===== config.mk =====
export PLATFORM = sky130hd
export DESIGN_NAME = rtc_daytime_core
export DESIGN_NICKNAME = d
export VERILOG_FILES = /design/src/rtl/rtc_pkg.sv /design/src/rtl/rtc_prescaler.sv /design/src/rtl/rtc_timebase.sv /design/src/rtl/rtc_alarm.sv /design/src/rtl/rtc_irq.sv /design/src/rtl/rtc_daytime_core.sv
export SDC_FILE = /design/constraint.sdc
export NUM_CORES = 1
export LEC_CHECK = 0
export ABC_AREA = 1
export ABC_CLOCK_PERIOD_IN_PS = 1800
export BUFFER_PORTS_ARGS = -buffer_cell sky130_fd_sc_hd__buf_4
export CAP_MARGIN = 20
export CORE_ASPECT_RATIO = 0.7
export CORE_MARGIN = 8
export CORE_UTILIZATION = 40
export DETAILED_ROUTE_END_ITERATION = 8
export RECOVER_POWER = 25
export SYNTH_ARGS = -nofsm -noshare
export SYNTH_HDL_FRONTEND = slang
export SYNTH_SLANG_ARGS = --single-unit

===== constraint.sdc =====
create_clock -name clk -period 1.8 [get_ports clk]
set_clock_uncertainty 0.05 [all_clocks]
set_input_delay 0.36 -clock clk [delete_from_list [all_inputs] [get_ports clk]]
set_output_delay 0.36 -clock clk [all_outputs]
set_load 0.02 [all_outputs]

===== src/rtl/rtc_pkg.sv =====
package rtc_pkg;
  localparam int ADDR_W = 3;
  localparam int LO_W   = 8;

  typedef enum logic [ADDR_W-1:0] {
    RA_TOD_LO  = 3'd0,
    RA_TOD_HI  = 3'd1,
    RA_DAY     = 3'd2,
    RA_ALM_LO  = 3'd3,
    RA_ALM_HI  = 3'd4,
    RA_ALM_DAY = 3'd5,
    RA_STAT    = 3'd6,
    RA_EN      = 3'd7
  } rtc_reg_e;

  localparam int IRQ_ALM = 0;
  localparam int IRQ_SEC = 1;
  localparam int IRQ_N   = 2;
endpackage


===== src/rtl/rtc_prescaler.sv =====
module rtc_prescaler #(
  parameter int TICKS_PER_SEC = 32768
) (
  input  logic clk,
  input  logic rst_n,
  input  logic tick_en,
  input  logic clear,
  output logic sec_step,
  output logic [$clog2(TICKS_PER_SEC)-1:0] cnt
);
  localparam int PRE_W = $clog2(TICKS_PER_SEC);
  localparam logic [PRE_W-1:0] LAST = PRE_W'(TICKS_PER_SEC - 1);

  assign sec_step = tick_en && !clear && (cnt == LAST);

  always_ff @(posedge clk) begin
    if (!rst_n)       cnt <= '0;
    else if (clear)   cnt <= '0;
    else if (tick_en) cnt <= (cnt == LAST) ? '0 : cnt + 1'b1;
  end
endmodule


===== src/rtl/rtc_timebase.sv =====
module rtc_timebase #(
  parameter int SECS_PER_DAY = 86400,
  parameter int DAY_W        = 15
) (
  input  logic clk,
  input  logic rst_n,
  input  logic sec_step,
  input  logic wr_lo,
  input  logic wr_hi,
  input  logic wr_day,
  input  logic [rtc_pkg::LO_W-1:0] wdata_lo,
  input  logic [$clog2(SECS_PER_DAY)-rtc_pkg::LO_W-1:0] wdata_hi,
  input  logic [DAY_W-1:0] wdata_day,
  output logic [$clog2(SECS_PER_DAY)-1:0] tod,
  output logic [DAY_W-1:0] day
);
  localparam int TOD_W = $clog2(SECS_PER_DAY);
  localparam int LO_W  = rtc_pkg::LO_W;
  localparam logic [TOD_W-1:0] LAST_SEC = TOD_W'(SECS_PER_DAY - 1);

  always_ff @(posedge clk) begin
    if (!rst_n) begin
      tod <= '0;
      day <= '0;
    end else if (wr_lo) begin
      tod[LO_W-1:0] <= wdata_lo;
    end else if (wr_hi) begin
      tod[TOD_W-1:LO_W] <= wdata_hi;
    end else if (wr_day) begin
      day <= wdata_day;
    end else if (sec_step) begin
      if (tod >= LAST_SEC) begin
        tod <= '0;
        day <= day + 1'b1;
      end else begin
        tod <= tod + 1'b1;
      end
    end
  end
endmodule


===== src/rtl/rtc_alarm.sv =====
module rtc_alarm #(
  parameter int SECS_PER_DAY = 86400,
  parameter int DAY_W        = 15
) (
  input  logic clk,
  input  logic rst_n,
  input  logic wr_lo,
  input  logic wr_hi,
  input  logic wr_day,
  input  logic [rtc_pkg::LO_W-1:0] wdata_lo,
  input  logic [$clog2(SECS_PER_DAY)-rtc_pkg::LO_W-1:0] wdata_hi,
  input  logic [DAY_W-1:0] wdata_day,
  input  logic [$clog2(SECS_PER_DAY)-1:0] tod,
  input  logic [DAY_W-1:0] day,
  output logic [$clog2(SECS_PER_DAY)-1:0] alm_tod,
  output logic [DAY_W-1:0] alm_day,
  output logic hit
);
  localparam int LO_W = rtc_pkg::LO_W;
  localparam int TOD_W = $clog2(SECS_PER_DAY);

  logic match, match_q;

  assign match = (tod == alm_tod) && (day == alm_day);
  assign hit   = match && !match_q;

  always_ff @(posedge clk) begin
    if (!rst_n) begin
      alm_tod <= '1;
      alm_day <= '1;
      match_q <= 1'b0;
    end else begin
      match_q <= match;
      if (wr_lo)  alm_tod[LO_W-1:0]     <= wdata_lo;
      if (wr_hi)  alm_tod[TOD_W-1:LO_W] <= wdata_hi;
      if (wr_day) alm_day               <= wdata_day;
    end
  end
endmodule


===== src/rtl/rtc_irq.sv =====
module rtc_irq (
  input  logic clk,
  input  logic rst_n,
  input  logic [rtc_pkg::IRQ_N-1:0] set,
  input  logic wr_stat,
  input  logic wr_en,
  input  logic [rtc_pkg::IRQ_N-1:0] wdata,
  output logic [rtc_pkg::IRQ_N-1:0] stat,
  output logic [rtc_pkg::IRQ_N-1:0] en,
  output logic irq
);
  localparam int N = rtc_pkg::IRQ_N;

  genvar g;
  generate
    for (g = 0; g < N; g++) begin : g_src
      always_ff @(posedge clk) begin
        if (!rst_n)                    stat[g] <= 1'b0;
        else if (set[g])               stat[g] <= 1'b1;
        else if (wr_stat && wdata[g])  stat[g] <= 1'b0;
      end
    end
  endgenerate

  always_ff @(posedge clk) begin
    if (!rst_n)     en <= '0;
    else if (wr_en) en <= wdata;
  end

  assign irq = |(stat & en);
endmodule


===== src/rtl/rtc_daytime_core.sv =====
module rtc_daytime_core #(
  parameter int SECS_PER_DAY  = 86400,
  parameter int DAY_W         = 15,
  parameter int TICKS_PER_SEC = 32768
) (
  input  logic        clk,
  input  logic        rst_n,
  input  logic        tick_en,
  input  logic        wr_en,
  input  logic [2:0]  addr,
  input  logic [14:0] wdata,
  output logic [14:0] rdata,
  output logic        irq
);
  import rtc_pkg::*;

  localparam int TOD_W = $clog2(SECS_PER_DAY);
  localparam int HI_W  = TOD_W - LO_W;
  localparam int PRE_W = $clog2(TICKS_PER_SEC);
  localparam int DW    = 15;

  rtc_reg_e ra;
  assign ra = rtc_reg_e'(addr);

  logic wr_tlo, wr_thi, wr_tday, wr_alo, wr_ahi, wr_aday, wr_stat, wr_ien;
  assign wr_tlo  = wr_en && (ra == RA_TOD_LO);
  assign wr_thi  = wr_en && (ra == RA_TOD_HI);
  assign wr_tday = wr_en && (ra == RA_DAY);
  assign wr_alo  = wr_en && (ra == RA_ALM_LO);
  assign wr_ahi  = wr_en && (ra == RA_ALM_HI);
  assign wr_aday = wr_en && (ra == RA_ALM_DAY);
  assign wr_stat = wr_en && (ra == RA_STAT);
  assign wr_ien  = wr_en && (ra == RA_EN);

  logic             sec_step;
  logic [PRE_W-1:0] pre_cnt;
  logic [TOD_W-1:0] tod_q, alm_tod;
  logic [DAY_W-1:0] day_q, alm_day;
  logic             alm_hit;
  logic [IRQ_N-1:0] stat_q, en_q, irq_set;

  rtc_prescaler #(.TICKS_PER_SEC(TICKS_PER_SEC)) u_pre (
    .clk(clk), .rst_n(rst_n), .tick_en(tick_en), .clear(wr_tlo),
    .sec_step(sec_step), .cnt(pre_cnt)
  );

  rtc_timebase #(.SECS_PER_DAY(SECS_PER_DAY), .DAY_W(DAY_W)) u_tb (
    .clk(clk), .rst_n(rst_n), .sec_step(sec_step),
    .wr_lo(wr_tlo), .wr_hi(wr_thi), .wr_day(wr_tday),
    .wdata_lo(wdata[LO_W-1:0]), .wdata_hi(wdata[HI_W-1:0]),
    .wdata_day(wdata[DAY_W-1:0]), .tod(tod_q), .day(day_q)
  );

  rtc_alarm #(.SECS_PER_DAY(SECS_PER_DAY), .DAY_W(DAY_W)) u_alm (
    .clk(clk), .rst_n(rst_n),
    .wr_lo(wr_alo), .wr_hi(wr_ahi), .wr_day(wr_aday),
    .wdata_lo(wdata[LO_W-1:0]), .wdata_hi(wdata[HI_W-1:0]),
    .wdata_day(wdata[DAY_W-1:0]), .tod(tod_q), .day(day_q),
    .alm_tod(alm_tod), .alm_day(alm_day), .hit(alm_hit)
  );

  always_comb begin
    irq_set          = '0;
    irq_set[IRQ_ALM] = alm_hit;
    irq_set[IRQ_SEC] = sec_step;
  end

  rtc_irq u_irq (
    .clk(clk), .rst_n(rst_n), .set(irq_set),
    .wr_stat(wr_stat), .wr_en(wr_ien), .wdata(wdata[IRQ_N-1:0]),
    .stat(stat_q), .en(en_q), .irq(irq)
  );

  always_comb begin
    case (ra)
      RA_TOD_LO:  rdata = DW'(tod_q[LO_W-1:0]);
      RA_TOD_HI:  rdata = DW'(tod_q[TOD_W-1:LO_W]);
      RA_DAY:     rdata = DW'(day_q);
      RA_ALM_LO:  rdata = DW'(alm_tod[LO_W-1:0]);
      RA_ALM_HI:  rdata = DW'(alm_tod[TOD_W-1:LO_W]);
      RA_ALM_DAY: rdata = DW'(alm_day);
      RA_STAT:    rdata = DW'(stat_q);
      default:    rdata = DW'(en_q);
    endcase
  end
endmodule


=== After elaboration in Yosys (flattened, before gate mapping) ===
Index checks and enable logic that the tools add are counted.

* Bits in latches: 0
* RAM bits: 0
* ROM bits: 0
* Input port bits: 22
* Memories kept: 0
* Register bits: 84
* Output and inout bits: 16

* Bitwise operators: 4
* Add/sub/neg operators: 3
* Multiplexer cells: 15
* $lt $le $gt $ge: 1
* Eq/ne operators: 13
* Multipliers: 0
* Reductions and logical operators: 28
* Divide/modulo/power cells: 0
* Shift operators: 0

{| class="wikitable"
|+ Operator list
! cell !! count
|-
| 15-bit case mux with 7 select lines || 1
|-
| 15-bit 2-to-1 mux || 4
|-
| 17-bit 2-to-1 mux || 3
|-
| 15-bit by 1-bit adder with 15-bit output, second input constant || 2
|-
| 17-bit by 1-bit adder with 17-bit output, second input constant || 1
|-
| 17-bit == test || 1
|-
| 17-bit greater-or-equal comparator, second input constant || 1
|-
| 8-bit 2-to-1 mux || 2
|-
| 15-bit == test || 1
|-
| 15-bit == test, second input constant || 1
|-
| 1-bit logical AND || 14
|-
| 3-bit == test, second input constant || 4
|-
| 2-bit nonzero test || 6
|-
| 9-bit 2-to-1 mux || 1
|-
| 3-bit by 2-bit == test with 1-bit output, second input constant || 2
|-
| 3-bit AND reduction || 2
|-
| 1-bit 2-to-1 mux || 4
|-
| 2-bit inequality test, second input constant || 2
|-
| 4-bit AND reduction || 1
|-
| 2-bit OR reduction || 2
|-
| 3-bit by 1-bit == test with 1-bit output, second input constant || 1
|-
| 3-bit logical NOT || 1
|-
| 1-bit inverter || 3
|-
| 2-bit bitwise AND || 1
|-
| 2 further kinds || 3
|}

=== Depth between registers and ports, before layout ===
Gate-level depths: netlist of run 1.

* Depth in word-level cells: 9
* Mapped depth: 13
* Gate-level depth less buffers: 13

=== Hierarchy ===
A second synthesis of run 1 with hierarchy kept.

* Cells, all modules: 905
* Area, all modules: 5545.3 um2

{| class="wikitable"
|+ By module, submodules not included
! module !! sequential area each (um2) !! cells an instance !! area an instance (um2) !! instances
|-
| rtc_timebase || 640.6 || 386 || 2314.7 || 1
|-
| rtc_alarm || 660.6 || 224 || 1562.7 || 1
|-
| rtc_prescaler || 300.3 || 115 || 794.5 || 1
|-
| rtc_daytime_core || 0.0 || 157 || 716.9 || 1
|-
| rtc_irq || 80.1 || 23 || 156.4 || 1
|}

=== Least setup slack after synthesis of run 1 ===
OpenSTA, ideal clock, no wires.

* Kind: input port to output port
* From: input addr[0]
* To: output rdata[13]
* Path buffers: 1
* Stages on the path: 4
* Slack: 11 ps
* Data arrival time: 1379 ps
* Cell sequence: nor3_4 inv_1 clkbuf_1 o21ai_0

* Word-level cells in the longest chain between the ends: 2
* Elaborated cells between the ends (all ways): 8
* Those cells by class: 6 x eq/ne; 1 x mux; 1 x reduce/logical

{| class="wikitable"
|+ RTL lines
! item !! line !! source
|-
| start, declared || rtc_daytime_core.sv:10 || <nowiki>input logic [2:0] addr,</nowiki>
|-
| 3-bit == test, or another cell as far along || rtc_daytime_core.sv:75 || <nowiki>case (ra)</nowiki>
|-
| 15-bit case mux with 7 select lines (*) || rtc_daytime_core.sv:75 ||
|-
| end, declared || rtc_daytime_core.sv:12 || <nowiki>output logic [14:0] rdata,</nowiki>
|}

Every way passes the cells marked *; elsewhere a longest branch is shown, timed or not.

=== Worst setup path in the final report of run 1 ===
* From: input addr[2]
* To: output rdata[0]

The elaborated chain is that of the path after synthesis.

==> metrics.txt, run 1 <==
Hold Violations, Final=0; first-pass GRT wire length=around 32000 um; Max Slew Vio Count=0; # diodes=0; Post-CTS Hold Fix Bufs=0; DR pass1 iterations=5; Critical Path Sink Type=output pin; Reg2Reg Setup Slack=approximately 0.020 ns; PD cells=~600 nW/um^2; Worst R2R Path Depth=12; Required @ worst endpoint=around 1.4 ns; Leak Pwr=roughly 3.5 nW; clock-pin slew on the worst setup and hold paths=around 0.070 ns; # Max-Cap Violations=0; Final Setup Violations=6; chip width=about 160 um; yosys warns=0; Period minus WS final=~1.9 ns; Post-synth EDFFs=0; Final Worst Setup Slack=-0.0662 ns; row count=35; DP Area=approximately 6500 um^2; sequential share of the synthesized area=between 30% and 40%; crit path kind=in -> out; Max VDD drop=around 450 uV; Critical Path Sink=rdata[0]; Starting Density=41.1%; post-route ant nets=0; Worst-Margin Slew=a little over 0.5 ns; DPL Wire Length=around 16000 um; number of distinct library cells after synthesis=a little over 40; clock root cell=clkbuf_16; nets=1039; crit path from=addr[2]; CTS Sinks=84; Worst-Skew Late Latency=0.35 ns; failing checks=setup timing; GRT Util Overall=between 20% and 30%; Area growth, synth to finish=38.8%; CP Max Fanout=7; Net Count, Synth=~900; antenna violations before repair=0; Vias/cell=approximately 5.3; Mapped Cells=~870; Post-route DRC=0; crit path launch type=input port; r2r startpoint=u_pre.cnt[1]; num ports=38; Die Ht=around 110 um; FF-to-FF End=u_tb.tod[12]; run status=finished, violations left; share of cells above drive strength 1=between 20 and 30%; Primary FF master, synth=dfxtp_1; core area=13200 um^2; routed length per instance=around 18 um; hold depth=3; Total Wirelength=between 20000 and 25000 um; die area=around 18000 um^2; fin area=approximately 7500 um^2; Final Core Density=between 50% and 60%; cts bufs inserted=9; Max clock buf depth=2; ys async rst share=0%; Hold/Removal Path Class=in -> reg; vias=approximately 6400; GR Overflow Total=0; fin crit share=104%; Iter 0 DRT Violations=~670; Worst Path Arrival=1.46 ns; H-tree levels=3; Max-slew headroom=~66%; RD Place Congestion=0.990; Port Buffers=37; mapped cell area=around 5400 um^2; vias in the first global route=approximately 5700; Avg Inst Size Synth=between 6 and 7 um^2; #FFs+latches synth=84; RSZ-0062 raised after global routing=true; CTS tree=built; largest net degree at the start of global routing=22; Max Freq=0.536 GHz
-- routing by layer --
metal  part of all wire (%)  track usage (%)  vias to the layer above
li1                       -                -                     3142
met1                     46             34.9                     2893
met2                     38             31.0                      318
met3                     14             9.29                       29
met4                    1.4             4.16                        0
met5                      0                0                        -
-- cells by family after synthesis --
family,synth area share (%)
AOI/OAI and AO/OA,16.2
and+or+nand+nor,37.0
adders and majority gates,0.693
buffers and inverters,10.5
xor gates and xnor gates,4.53
DFF,31.0
-- final cells by class --
type                            instances  area, um^2
Clock buffer                            9         225
Clock inverter                          7        57.6
Fill cell                            1332        5660
Inverter                              119         477
Multi-Input combinational cell        649        3570
Sequential cell                        84        1710
Tap cell                              185         231
Timing Repair Buffer                  151        1240
-- synth_stat cells (4+ instances only) --
cell type,count,share of area (%)
o211ai_1,13,1.8
nor2_1,109,7.6
nor3b_1,5,0.69
o22ai_1,20,2.3
o21ai_0,44,4.1
dfxtp_1,84,31
clkbuf_1,16,1.1
inv_2,15,1.0
a21oi_1,58,5.4
a221oi_1,4,0.65
nand3_1,39,3.6
nand2_1,243,17
inv_1,102,7.1
xor2_1,21,3.4
nor2_2,5,0.58
nand2_2,5,0.58
xnor2_1,7,1.1
buf_2,7,0.65
nor3_1,17,1.6
nand4_1,27,3.1
-- sequential cells by signal, indices dropped and copies added (netlist names) --
| register | flops |
|---|---|
| u_alm.alm_tod | 17 |
| u_tb.tod | 17 |
| u_alm.alm_day | 15 |
| u_pre.cnt | 15 |
| u_tb.day | 15 |
| u_irq.en | 2 |
| u_irq.stat | 2 |
| u_alm.match_q | 1 |
-- worst min-delay path by stage --
| stage | from | slack (ns) | to |
|---|---|---|---|
| floorplan | u_pre.cnt[13] | 0.39 | u_pre.cnt[13] |
| global route | wdata[9] | 0.21 | u_alm.alm_day[9] |
| finish | wdata[13] | 0.19 | u_alm.alm_day[13] |
| detailed placement | u_pre.cnt[13] | 0.40 | u_pre.cnt[13] |
| CTS | wdata[13] | 0.19 | u_alm.alm_day[13] |
| global placement | u_pre.cnt[13] | 0.41 | u_pre.cnt[13] |
-- stage by stage --
stage	cells	hold slack [ns]	setup TNS (ns)	power (mW)	setup WS [ns]
3_3_place_gp	1162	0.409	-1.98	2.62	-0.125
5_1_grt	1204	0.210	-1.48	4.68	-0.104
2_1_floorplan	874	0.387	0	2.29	0.0108
4_1_cts	1187	0.190	-0.0815	4.47	-0.0400
6_report	1204	0.192	-0.242	4.51	-0.0662
3_5_place_dp	1162	0.404	-2.15	2.62	-0.146
-- where the power goes --
group / leakage [nW] / internal [mW] / total, mW / switching [mW]
Clock: 0.129 / 0.953 / 1.81 / 0.862
Sequential: 0.688 / 1.90 / 1.94 / 0.0445
Combinational: 2.65 / 0.298 / 0.755 / 0.457
-- cell usage in the layout, fill, tap and decap left out, types with 3 or more instances in the layout --
master / netlist / final
nand3_4: 1 / 5
nand2_1: 243 / 230
nand2_4: 3 / 4
dfxtp_4: 0 / 4
xnor2_1: 7 / 7
buf_6: 2 / 16
clkbuf_16: 0 / 10
nor3_1: 17 / 17
nor2_1: 109 / 98
o211ai_1: 13 / 13
nand3_2: 1 / 5
clkbuf_1: 16 / 4
nand3_1: 39 / 34
clkinvlp_4: 0 / 3
inv_6: 0 / 3
inv_2: 15 / 29
a21oi_2: 2 / 12
xor2_1: 21 / 21
buf_4: 0 / 125
inv_4: 1 / 7
nor2_2: 5 / 13
o31ai_1: 3 / 3
nand4_1: 27 / 27
dfxtp_2: 0 / 12
nand2_8: 1 / 3
buf_12: 0 / 4
o21ai_0: 44 / 40
o22ai_2: 0 / 10
a21oi_1: 58 / 48
nand2_2: 5 / 15
nor2_4: 0 / 3
dfxtp_1: 84 / 68
o22ai_1: 20 / 8
inv_1: 102 / 81
o21ai_1: 1 / 3
nor3b_1: 5 / 5
-- critical path: stages --
cell      delay, ns
buf_6          0.13
inv_2          0.06
buf_4          0.14
nand2_4        0.11
inv_4          0.08
buf_4          0.15
a21oi_2        0.13
o211ai_1       0.12
buf_4          0.18
-- repair_timing --
item | in CTS | in global routing
buffers inserted | 7 | 15
setup endpoints to repair | 36 | 48
gates cloned | 2 | 3
resized for setup | 61 | 94
pin swaps | 9 | 26
Power figures use the tool's default switching activity.
==> run 2: changes to the inputs <==
Settings changed: CORE_UTILIZATION 40 to 35, PLACE_DENSITY from default to 0.64.
==> run 2 against run 1 <==
  * The run still ends with setup timing left
  * Clock power increased by 8%
  * Final cell count increased by 0.66%
  * Maximum frequency about the same
  * Sequential share of layout area decreased by 0.064 points
  * Critical path type is now reg -> out
  * Global-route usage decreased by 2.0 points
  * First-iteration DRC count increased by 14%
  * Die area increased by 12%
  * Final area increased by 0.65%
  * Power increased by 2.9%
  * Register-to-register slack improved by 0.02 ns
  * Worst hold slack got worse by 0.0062 ns
  * Highest routed layer is now met5
  * Via count increased by 0.99%
  * Largest cell class unchanged
==> metrics.txt, run 2 (synthesis gave the netlist of run 1 again) <==
Setup TNS Final=-0.317 ns; GRT Util Overall=between 20 and 25%; Final Setup Violations=9; top flop regs=u_alm.alm_tod: 17 flops, u_tb.tod: 17 flops; highest metal used=met5; Final Worst Setup Slack=-0.0676 ns; hold_sp=wdata[11]; post-route ant nets=0; Iter 0 DRT Violations=approximately 760; crit path kind=reg -> out; DR pass1 iterations=6; first-pass GRT wire length=approximately 33000 um; met2 WL=~8400 um; Reg2Reg Setup Slack=about 0.040 ns; # Max-Cap Violations=0; num ports=38; Leak Pwr=3.53 nW; Fill cells=between 1500 and 2000; chip width=165 um; GR Overflow Total=0; most common cell after layout, fill and taps aside=nand2_1; antenna violations before repair=1; CP Max Fanout=4; row count=38; nets=slightly above 1000; Worst-Skew Late Latency=0.36 ns; core area=about 15000 um^2; Hold Violations, Final=0; routed length per instance=18.1 um; Critical Path Sink=rdata[6]; cts bufs inserted=9; Max clock buf depth=2; most frequent cells in the layout=233 x nand2_1, 112 x buf_4, 92 x nor2_1; crit path from=u_tb.tod[14]; CTS tree=built; Post-CTS Hold Fix Bufs=0; Total Wirelength=22000 um; Area growth, synth to finish=39.7%; Max Slew Vio Count=0; PD cells=a little over 600 nW/um^2; Fin Hold WS=around 0.19 ns; Max-slew headroom=69.2%; run status=finished, violations left; Max Freq=between 0.5 and 0.6 GHz; Critical Path Sink Type=output pin; RD Place Congestion=0.992; CTS Sinks=84; Post-route DRC=0; clock root cell=clkbuf_16; # diodes=0; Required @ worst endpoint=~1.4 ns; r2r startpoint=u_tb.tod[15]; Starting Density=~35%; Worst Path Arrival=around 1.5 ns; Period minus WS final=approximately 1.9 ns; Die Ht=about 120 um; fin crit share=104%; clock-pin slew on the worst setup and hold paths=around 0.070 ns; DRT met1 WL=10700 um; crit path launch type=register; share of cells above drive strength 1=about 30%; Worst R2R Path Depth=12; FF-to-FF End=u_tb.day[1]; Worst-Margin Slew=0.462 ns; Port Buffers=37; vias=6445; DPL Wire Length=~16000 um; WL met3=about 2600 um; largest net degree at the start of global routing=45; vias in the first global route=5685; Max VDD drop=442 uV; Hold/Removal Path Class=in -> reg; RSZ-0062 raised after global routing=true; Vias/cell=around 5.3; H-tree levels=3; failing checks=setup timing; die area=19800 um^2
-- run 2: cell count changes in the layout (fill, tap and decap cells not counted), moves of 4 or more --
cell / before / now
inv_2: 29 / 33
a21oi_2: 12 / 8
a21oi_1: 48 / 52
buf_4: 125 / 112
nand2_2: 15 / 11
nor2_1: 98 / 92
inv_4: 7 / 2
-- run 2: repair_timing --
| action | CTS | global route |
|---|---|---|
| endpoints found under the hold margin | 0 | 0 |
| setup buffers | 1 | 11 |
| setup endpoints to repair | 30 | 50 |
| resized for setup | 54 | 113 |
| pin swaps | 9 | 33 |
| cloned | 0 | 3 |
-- run 2: layout make-up --
class                      count  area, um^2  area share [%]
timing repair buffer         147        1290            17.0
clock buffer                   9         225            2.98
sequential                    84        1720            22.7
inverter                     119         477            6.30
multi-input combinational    646        3540            46.8
tap                          200         250            3.31
clock inverter                 7        67.6           0.893
-- run 2: routing by layer --
layer,track usage [%],up-vias
met5,0,-
met4,5.11,2
met3,6.74,28
met2,27.3,354
met1,33.8,2941
li1,-,3120
-- run 2: stage by stage --
stage	utilization, %	power (mW)	setup slack [ns]	cell area (um^2)	cells
floorplan	-	2.29	0.0108	5420	874
CTS	46.3	4.58	-0.0564	7090	1199
finish	49.4	4.65	-0.0676	7570	1212
global placement	43.4	2.63	-0.178	6640	1183
detailed placement	43.4	2.63	-0.193	6640	1183
global route	49.4	4.78	-0.107	7570	1212
-- run 2: worst max-delay path: stages, from the launching register on --
cell,delay (ns)
dfxtp_2,0.34
buf_6,0.13
a221oi_2,0.22
o211ai_1,0.20
buf_4,0.21
-- run 2: how the worst min path moves through the flow --
stage,end,slack (ns),cells after the start
after floorplan,u_pre.cnt[13],0.39,2
after global placement,u_pre.cnt[13],0.40,2
after detailed placement,u_irq.stat[0],0.41,2
after CTS,u_alm.alm_day[13],0.17,3
after global routing,u_alm.alm_day[11],0.21,3
final,u_alm.alm_day[11],0.19,3
-- run 2: power by group --
part	internal (mW)	total, mW	switching (mW)
combinational	0.296	0.748	0.452
sequential	1.90	1.95	0.0463
clock	1.07	1.95	0.883
total	3.27	4.65	1.38
==> run 3: changes to the inputs <==
Settings changed: RECOVER_POWER 25 to 100.
==> run 3 against run 2 <==
  * Clock power hardly changed
  * Sequential share of layout area is 0.085 points higher
  * Global-route usage stayed put
  * Critical path depth is 3 higher
  * Routed wire length is 0.14% lower
  * Sequential power hardly changed
  * Setup slack worse by 0.0043 ns
  * Register-to-register slack hardly changed
  * First-iteration DRC count is 4.4% lower
  * Maximum frequency is 0.23% lower
  * The run still ends with setup timing left
  * Critical endpoint is now rdata[1]
  * Largest power group unchanged
  * Core utilization is 0.22 points lower
  * Sequential cell count stayed put
==> metrics.txt, run 3 (synthesis gave the netlist of run 1 again) <==
run status=finished, violations left; failing checks=setup timing; Max clock buf depth=2; DPL Wire Length=about 16000 um; Leak Pwr=around 3.5 nW; top flop regs=u_alm.alm_tod: 17 flops, u_tb.tod: 17 flops; vias=roughly 6500; cell family with most CP delay=buffers and inverters; row count=38; die area=about 20000 um^2; Critical Path Sink Type=output pin; # diodes=0; share of cells above drive strength 1=between 20 and 30%; r2r startpoint=u_pre.cnt[0]; Max Freq=between 0.5 and 0.6 GHz; crit path from=addr[0]; GR Overflow Total=0; Slowest Stage Delay on Critical Path=0.30 ns; cts bufs inserted=9; Max Slew Vio Count=0; most common cell after layout, fill and taps aside=nand2_1; Max-slew headroom=69.0%; Period minus WS final=~1.9 ns; Area growth, synth to finish=39.1%; post-route ant nets=0; Die Ht=120 um; Tot Pwr=between 4 and 5 mW; GRT Util Overall=between 20 and 25%; CP bufs+invs=3; H-tree levels=3; Crit path depth=7; CTS tree=built; critical-path cell list=buf_8, nor3_4, inv_2, o22ai_2, a21oi_2, o211ai_1, buf_4; chip width=about 160 um; Critical-path top delay cell=nor3_4; clock-pin slew on the worst setup and hold paths=0.07 ns; Final Non-Filler Cells=1212; Post-route DRC=0; crit path kind=in -> out; FF-to-FF End=u_tb.day[1]; Reg2Reg Setup Slack=0.04 ns; fin crit share=104%; Final Setup Violations=9; antenna violations before repair=1; RSZ-0062 raised after global routing=true; CP Max Fanout=6; PD cells=~600 nW/um^2; Hold Violations, Final=0; # Max-Cap Violations=0; vias in the first global route=between 5000 and 6000; Hold/Removal Path Class=in -> reg; nets=roughly 1000; Worst R2R Path Depth=12; Worst-Skew Late Latency=around 0.36 ns; Port Buffers=37; Iter 0 DRT Violations=slightly above 700; Total Wirelength=roughly 22000 um; CTS Sinks=84; crit path launch type=input port; Critical Path Sink=rdata[1]; Post-CTS Hold Fix Bufs=0; most frequent cells in the layout=235 x nand2_1, 107 x buf_4, 92 x nor2_1; Final Core Density=49.2%; first-pass GRT wire length=roughly 33000 um; largest net degree at the start of global routing=45; placed insts=1183; Vias/cell=between 5 and 6; RD Place Congestion=0.992; Max VDD drop=437 uV; clock root cell=clkbuf_16; core area=approximately 15000 um^2; Required @ worst endpoint=about 1.4 ns; DR pass1 iterations=5; Final Worst Setup Slack=-0.0719 ns; num ports=38; Starting Density=between 30% and 40%; Worst-Margin Slew=~0.47 ns; routed length per instance=18.1 um; Worst Path Arrival=1.46 ns
==> run 3: cell types whose count changed in the layout (fill, tap and decap cells not counted), sizes merged <==
cell / change
buf: -5
clkbuf: +5
==> run 3: power by group <==
part	switching, mW	internal (mW)	total (mW)
Sequential	0.0463	1.90	1.95
Clock	0.870	1.07	1.94
Combinational	0.451	0.292	0.743
Total	1.37	3.26	4.63
==> run 3: area by class of cell <==
cell class                      count  area [um^2]
Sequential cell                    84         1720
Timing Repair Buffer              147         1270
Tap cell                          200          250
Inverter                          119          477
Multi-Input combinational cell    646         3530
Clock buffer                        9          225
Clock inverter                      7         67.6
Fill cell                        1613         7780
==> run 3: metrics by stage <==
stage | setup WS, ns | area (um^2) | TNS [ns] | hold slack (ns)
2_1_floorplan | 0.0108 | 5420 | 0 | 0.387
3_3_place_gp | -0.178 | 6640 | -1.66 | 0.404
3_5_place_dp | -0.193 | 6640 | -2.19 | 0.414
4_1_cts | -0.0564 | 7090 | -0.317 | 0.174
5_1_grt | -0.111 | 7530 | -1.95 | 0.208
6_report | -0.0719 | 7530 | -0.302 | 0.185
==> run 3: worst min-delay path by stage <==
stage | from | end | depth (start not counted)
global placement | u_pre.cnt[13] | u_pre.cnt[13] | 2
finish | wdata[13] | u_alm.alm_day[13] | 3
floorplan | u_pre.cnt[13] | u_pre.cnt[13] | 2
detailed placement | u_irq.stat[0] | u_irq.stat[0] | 2
global route | wdata[11] | u_alm.alm_day[11] | 3
CTS | wdata[13] | u_alm.alm_day[13] | 3
==> run 3: timing repair <==
| action | in CTS | in global routing |
|---|---|---|
| pin swaps | 9 | 33 |
| resized for setup | 54 | 113 |
| endpoints found under the setup margin | 30 | 50 |
| buffers inserted | 1 | 11 |
| cloned | 0 | 3 |
==> run 3: per-layer routing <==
metal / vias to the layer above / part of all wire [%] / track usage, %
li1: 3121 / - / -
met4: 2 / 1.2 / 5.11
met5: - / 0.055 / 0
met2: 349 / 38 / 27.3
met3: 30 / 13 / 6.74
met1: 2964 / 48 / 33.8
==> run 3: worst reg2reg max path, cell delays in order, from the launching register on <==
cell,delay (ns)
dfxtp_1,0.33
ha_1,0.18
nand3_1,0.08
nor2_1,0.09
nand2_1,0.11
nor2_4,0.13
nand2_4,0.08
nand2_2,0.09
nand3_4,0.15
clkbuf_16,0.22
nand2_1,0.05
nand2_1,0.04
nor2_1,0.10
